<file path="config.mk">
export PLATFORM = sky130hd
export DESIGN_NAME = uart_rx_buffer
export DESIGN_NICKNAME = d
export VERILOG_FILES = /design/src/rtl/uart_rxb_pkg.sv /design/src/rtl/rxb_parity_chk.sv /design/src/rtl/rxb_store.sv /design/src/rtl/uart_rx_buffer.sv
export SDC_FILE = /design/constraint.sdc
export NUM_CORES = 1
export LEC_CHECK = 0
export BUFFER_PORTS_ARGS = -buffer_cell sky130_fd_sc_hd__buf_2
export CORE_ASPECT_RATIO = 0.6
export CORE_UTILIZATION = 45
export CTS_CLUSTER_SIZE = 28
export DETAILED_ROUTE_END_ITERATION = 6
export PLACE_DENSITY_LB_ADDON = 0.12
export REMOVE_ABC_BUFFERS = 1
export SYNTH_ARGS = -nofsm -noshare
export SYNTH_HDL_FRONTEND = slang
export SYNTH_SLANG_ARGS = --single-unit
export TNS_END_PERCENT = 5
</file>
<file path="constraint.sdc">
create_clock -name clk -period 2.4 [get_ports clk]
set_input_delay 0.36 -clock clk [delete_from_list [all_inputs] [get_ports clk]]
set_output_delay 0.36 -clock clk [all_outputs]
set_load 0.01 [all_outputs]
</file>
<file path="src/rtl/uart_rxb_pkg.sv">
package uart_rxb_pkg;
    localparam int DATA_W    = 8;
    localparam int BUF_DEPTH = 2;

    typedef struct packed {
        logic [DATA_W-1:0] data;
        logic              fe;
        logic              ovr;
        logic              pe;
    } rxb_entry_t;

    typedef enum logic [2:0] {
        S_EMPTY = 3'd0,
        S_ONE   = 3'd1,
        S_TWO   = 3'd2,
        S_FULL  = 3'd3,
        S_DRAIN = 3'd4
    } rxb_state_t;
endpackage

</file>
<file path="src/rtl/rxb_parity_chk.sv">
module rxb_parity_chk #(
    parameter int W = 8
) (
    input  logic [W-1:0] data,
    input  logic         par_bit,
    input  logic         chk_en,
    input  logic         odd_mode,
    output logic         err
);
    // even: mismatch of data XOR with parity bit; odd: match
    always_comb err = chk_en & ((^data) ^ par_bit ^ odd_mode);
endmodule

</file>
<file path="src/rtl/rxb_store.sv">
module rxb_store
    import uart_rxb_pkg::*;
#(
    parameter int DEPTH = BUF_DEPTH
) (
    input  logic       clk,
    input  logic       rst_n,
    input  logic       flush,
    input  logic       push,
    input  logic       pop,
    input  rxb_entry_t wr_entry,
    output rxb_entry_t head
);
    localparam int PW = (DEPTH > 1) ? $clog2(DEPTH) : 1;
    localparam logic [PW-1:0] LAST = PW'(DEPTH - 1);

    rxb_entry_t    mem [DEPTH];
    logic [PW-1:0] wr_ptr, rd_ptr;
    logic [PW:0]   occ;

    always_ff @(posedge clk or negedge rst_n) begin
        if (!rst_n) begin
            for (int i = 0; i < DEPTH; i++) mem[i] <= '0;
            wr_ptr <= '0;
            rd_ptr <= '0;
            occ    <= '0;
        end else if (flush) begin
            wr_ptr <= '0;
            rd_ptr <= '0;
            occ    <= '0;
        end else begin
            if (push) begin
                mem[wr_ptr] <= wr_entry;
                wr_ptr      <= (wr_ptr == LAST) ? '0 : wr_ptr + 1'b1;
            end
            if (pop)
                rd_ptr <= (rd_ptr == LAST) ? '0 : rd_ptr + 1'b1;
            if (push && !pop)
                occ <= occ + 1'b1;
            else if (pop && !push)
                occ <= occ - 1'b1;
        end
    end

    always_comb head = mem[rd_ptr];

    a_r7_no_push_when_full: assert property (@(posedge clk) disable iff (!rst_n)
        (push && !pop && !flush) |-> (occ < (PW+1)'(DEPTH)));

    a_r11_no_pop_when_empty: assert property (@(posedge clk) disable iff (!rst_n)
        (pop && !flush) |-> (occ != '0));
endmodule

</file>
<file path="src/rtl/uart_rx_buffer.sv">
module uart_rx_buffer
    import uart_rxb_pkg::*;
(
    input  logic              clk,
    input  logic              rst_n,
    input  logic              rx_en,
    input  logic              irq_en,
    input  logic              par_chk_en,
    input  logic              par_odd,
    input  logic              start_det,
    input  logic              frm_valid,
    input  logic [DATA_W-1:0] frm_data,
    input  logic              frm_stop,
    input  logic              frm_par,
    input  logic              rd_stb,
    output logic [DATA_W-1:0] rd_data,
    output logic              st_frm_err,
    output logic              st_overrun,
    output logic              st_par_err,
    output logic              rx_done,
    output logic              irq
);
    rxb_state_t state, state_nx;
    rxb_entry_t hold_q, new_entry, wr_entry, head;
    logic       ovr_pend_q;
    logic       pe_w, rd_ok, push, pop, push_hold, load_hold;

    rxb_parity_chk #(.W(DATA_W)) u_par (
        .data(frm_data), .par_bit(frm_par), .chk_en(par_chk_en),
        .odd_mode(par_odd), .err(pe_w)
    );

    always_comb begin
        new_entry      = '0;
        new_entry.data = frm_data;
        new_entry.fe   = ~frm_stop;
        new_entry.pe   = pe_w;
        wr_entry       = new_entry;
        if (push_hold) begin
            wr_entry     = hold_q;
            wr_entry.ovr = ovr_pend_q;
        end
    end

    rxb_store #(.DEPTH(BUF_DEPTH)) u_store (
        .clk(clk), .rst_n(rst_n), .flush(!rx_en), .push(push), .pop(pop),
        .wr_entry(wr_entry), .head(head)
    );

    // next-state and control decode
    always_comb begin
        rd_ok     = rd_stb && (state != S_EMPTY);
        state_nx  = state;
        push      = 1'b0;
        pop       = rd_ok;
        push_hold = 1'b0;
        load_hold = 1'b0;
        unique case (state)
            S_EMPTY: if (frm_valid) begin
                push     = 1'b1;
                state_nx = S_ONE;
            end
            S_ONE: begin
                if (frm_valid) begin
                    push     = 1'b1;
                    state_nx = rd_ok ? S_ONE : S_TWO;
                end else if (rd_ok) begin
                    state_nx = S_EMPTY;
                end
            end
            S_TWO: begin
                if (frm_valid && rd_ok) begin
                    push = 1'b1;
                end else if (frm_valid) begin
                    load_hold = 1'b1;
                    state_nx  = S_FULL;
                end else if (rd_ok) begin
                    state_nx = S_ONE;
                end
            end
            S_FULL: begin
                load_hold = frm_valid;
                if (rd_ok) state_nx = S_DRAIN;
            end
            S_DRAIN: begin
                push      = 1'b1;
                push_hold = 1'b1;
                load_hold = frm_valid;
                if (frm_valid) state_nx = rd_ok ? S_DRAIN : S_FULL;
                else           state_nx = rd_ok ? S_ONE : S_TWO;
            end
            default: state_nx = S_EMPTY;
        endcase
        if (!rx_en) begin
            state_nx  = S_EMPTY;
            push      = 1'b0;
            pop       = 1'b0;
            load_hold = 1'b0;
        end
    end

    // state register and shift-stage holding
    always_ff @(posedge clk or negedge rst_n) begin
        if (!rst_n) begin
            state      <= S_EMPTY;
            hold_q     <= '0;
            ovr_pend_q <= 1'b0;
        end else begin
            state <= state_nx;
            if (load_hold) hold_q <= new_entry;
            if (!rx_en)
                ovr_pend_q <= 1'b0;
            else if (state == S_FULL && start_det)
                ovr_pend_q <= 1'b1;
            else if (push_hold)
                ovr_pend_q <= 1'b0;
        end
    end

    // outputs
    always_comb begin
        rx_done    = (state != S_EMPTY);
        irq        = irq_en & rx_done;
        rd_data    = rx_done ? head.data : '0;
        st_frm_err = rx_done & head.fe;
        st_overrun = rx_done & head.ovr;
        st_par_err = rx_done & head.pe;
    end

    a_r1_frame_sets_flag: assert property (@(posedge clk) disable iff (!rst_n)
        (rx_en && frm_valid) |=> rx_done);

    a_r2_disable_flushes: assert property (@(posedge clk) disable iff (!rst_n)
        !rx_en |=> !rx_done);

    a_r3_irq_held: assert property (@(posedge clk) disable iff (!rst_n)
        (irq && rx_en && !rd_stb) |=> (irq || !irq_en));

    a_r5_head_stable: assert property (@(posedge clk) disable iff (!rst_n)
        (rx_done && rx_en && !rd_stb) |=>
            ($stable(rd_data) && $stable(st_frm_err) && $stable(st_overrun) && $stable(st_par_err)));
endmodule

</file>
==> flow_metrics.env <==
export IMPL_end_kind="register"
export IMPL_p_int_mw=1.284
export IMPL_clk_insertion_delay_late_ns=0.28
export IMPL_worstMarginPinSlew_ns=0.8441
export IMPL_dr_first_iter_drc_count=95
export IMPL_setup_viol=0
export IMPL_hold_buffers=0
export IMPL_path_class="register to register"
export IMPL_synth_area_per_cell_um2=10.74
export IMPL_switchingPower_uw=561.7
export IMPL_slew_violations=0
export IMPL_grt_max_degree=39
export IMPL_maxCapViolCount=0
export IMPL_synth_flop_cell="dfrtp_1"
export IMPL_dieArea_mm2=0.005135
export IMPL_cts_buffers=5
export IMPL_yosysMostFrequentCell="dfrtp_1"
export IMPL_fin_crit_ns=2.155
export IMPL_antenna_left=0
export IMPL_power_frac_clock=0.232
export IMPL_synthCells=203
export IMPL_antenna_cells=0
export IMPL_p_seq_frac=0.506
export IMPL_viasPerCell=4.960
export IMPL_clockBufferDepth=2
export IMPL_final_hold_viol_count=0
export IMPL_slew_headroom=0.4373
export IMPL_tns_ns=0
export IMPL_synth_area_mm2=0.002180
export IMPL_timing_hold_ws_ns=0.1783
export IMPL_critPathLaunchType="register"
export IMPL_rsz0062_at_grt="false"
export IMPL_design_area_mm2=0.002439
export IMPL_cts_root_buffer_cell="clkbuf_8"
export IMPL_overflow=0
export IMPL_dieHeight_um=55.91
export IMPL_ys_top_cells_by_area="dfrtp_1 44%, mux2i_1 8.7%, a21oi_2 4.0%"
export IMPL_synth_top_area_cell="dfrtp_1"
export IMPL_max_clock_freq_mhz=464.1
export IMPL_fp_coreArea_mm2=0.004612
export IMPL_dp_hpwl_um=3095
export IMPL_antenna_found_initial=0
export IMPL_status="completed"
export IMPL_cp_cell_sequence="nor3_1, inv_1, nand2_1, inv_1, ha_1, a311o_4, and3_4, nand3_1, o21ai_2"
export IMPL_cts_sinks=38
export IMPL_cpMaxStageDelayCell="dfrtp_1"
export IMPL_hp_class="input pin to async pin"
export IMPL_cp_required_ns=2.56
export IMPL_placed_area_mm2=0.002349
export IMPL_synth_commonest_cells="38 x dfrtp_1, 20 x nand2_1, 19 x mux2i_1, 15 x o21ai_0, 14 x nor2_1"
export IMPL_dp_cells=293
export IMPL_wl_um=4364
export IMPL_instances_no_fill=299
export IMPL_firstDrtPassIters=4
export IMPL_fp_dieW_um=91.85
export IMPL_yosys_register_bits=38
export IMPL_async_flop_share=1.000
export IMPL_synth_top_cell_area_share=0.4363
export IMPL_powerDensity_mw_per_mm2=756.7
export IMPL_synth_edf_count=0
export IMPL_post_synth_num_cell_types=46
export IMPL_path_buf_inv=2
export IMPL_finalCritPeriodShare=0.8977
export IMPL_areaGrowthSynthToFinish_pct=11.88
export IMPL_crit_fanout=21
export IMPL_io_buffers=31
export IMPL_path_delay_family="simple AND/OR/NAND/NOR gates"
export IMPL_start_util=0.4726
export IMPL_cts_tree="yes"
export IMPL_path_common_cell="inv_1"
export IMPL_leakage_nw=1.055
export IMPL_p_comb_frac=0.262
export IMPL_layout_nets=258
export IMPL_post_route_drc_count=0
export IMPL_drive_above_1_share=0.3220
export IMPL_grt_pass1_wl_um=7217
export IMPL_ys_warn_count=0
export IMPL_clkTransAtPathRegs_ns=0.07
export IMPL_track_usage=0.1868
export IMPL_final_util=0.5288
export IMPL_place_gp_congestion=0.8574
export IMPL_skew_ns=0.003876
export IMPL_ios=32
export IMPL_max_stage_delay_ns=0.38
export IMPL_worstPathArrival_ns=2.32
export IMPL_seq_area_frac_synth=0.4363
export IMPL_grt_pass1_vias=1352
export IMPL_swShare=0.3044
export IMPL_vdd_drop_max_mv=0.4076
export IMPL_cts_max_level=2
export IMPL_placementRows=19
export IMPL_vias=1483
export IMPL_wl_per_cell_um=14.60
## cell type report
cell class              count  area (µm²)
inverters                   5       18.77
flip-flops and latches     38       950.9
clock buffers               6       82.58
repair buffers             39       215.2
multi-input cells         148        1092
well taps                  63       78.83
fillers                   450        2173
## worst register-to-register path, cell delays in order, from the launching register on
cell	delay, ns
dfrtp_1	0.38
nor3_1	0.25
inv_1	0.10
nand2_1	0.12
inv_1	0.05
ha_1	0.25
a311o_4	0.36
and3_4	0.32
nand3_1	0.15
o21ai_2	0.05
## power by group through the flow
stage                     Sequential [mW]  Combinational [mW]  Clock [mW]
final                               0.934               0.483       0.428
after global routing                0.956               0.540       0.473
after CTS                           0.934               0.487       0.440
after detailed placement            0.946               0.484           0
after global placement              0.945               0.480           0
after floorplan                     0.923               0.350           0
## layout by cell type (no fill, tap or decap), types with 2 or more instances in the layout
master and n:
xnor2_1 8, inv_1 5, nor2_1 14, ha_1 2
nand2_1 20, nor2b_2 2, a21oi_2 10, buf_2 31
buf_4 8, dfrtp_1 38, clkbuf_8 6, nand3b_1 2
mux2i_1 19, o21ai_0 15, nor2_4 3, mux2_1 6
nor2_2 7, nor3_1 2, nand3_1 3, nor3b_1 3
and2_1 4, mux2_2 2, nor2b_1 4, a21oi_1 3
## per-layer routing
layer / share of wire / vias to the layer above / GRT usage
met5: 0 / - / 0
met4: 0.0050 / 0 / 0.04688
met3: 0.035 / 2 / 0.04645
met2: 0.37 / 21 / 0.2239
met1: 0.59 / 692 / 0.3175
li1: - / 768 / -
## state kept, by name, indices dropped and copies added, names as in the netlist
| name | flops |
|---|---|
| hold_q | 10 |
| ovr_pend_q | 1 |
| state | 3 |
| u_store.mem | 22 |
| u_store.rd_ptr | 1 |
| u_store.wr_ptr | 1 |
## cells by family after synthesis
kind of cell | after synthesis | share of synthesized area
multiplexers | 27 | 0.1286
AO/OA/AOI/OAI | 41 | 0.1361
XOR/XNOR | 10 | 0.04650
flip-flops | 38 | 0.4363
adder cells (fa/ha/maj) | 2 | 0.01148
AND/OR/NAND/NOR | 68 | 0.1751
buffers and inverters | 17 | 0.06601
## per-stage QoR
step	total power, mW	setup slack (ns)
after detailed placement	1.431	0.2577
after floorplan	1.273	-0.5364
after global routing	1.969	0.04270
after CTS	1.861	0.2510
final	1.845	0.2454
after global placement	1.426	0.2752
## repair_timing
action	CTS	global route
gates resized for setup	0	1
endpoints found under the setup margin	0	1
setup buffers	0	0
## worst paths after layout
kind | startpoint | to | slack [ns] | depth (start not counted)
max | state[0] | u_store.mem[1] | 0.25 | 9
min | rst_n | u_store.mem[4] | 0.18 | 1
max reg2reg | state[0] | u_store.mem[1] | 0.25 | 9
min reg2reg | u_store.mem[19] | u_store.mem[19] | 0.48 | 2
max in group asynchronous | rst_n | u_store.wr_ptr | 1.69 | 1
min in group clk | frm_stop | hold_q[2] | 0.30 | 2
No activity file was read; power rests on OpenSTA's default activity.
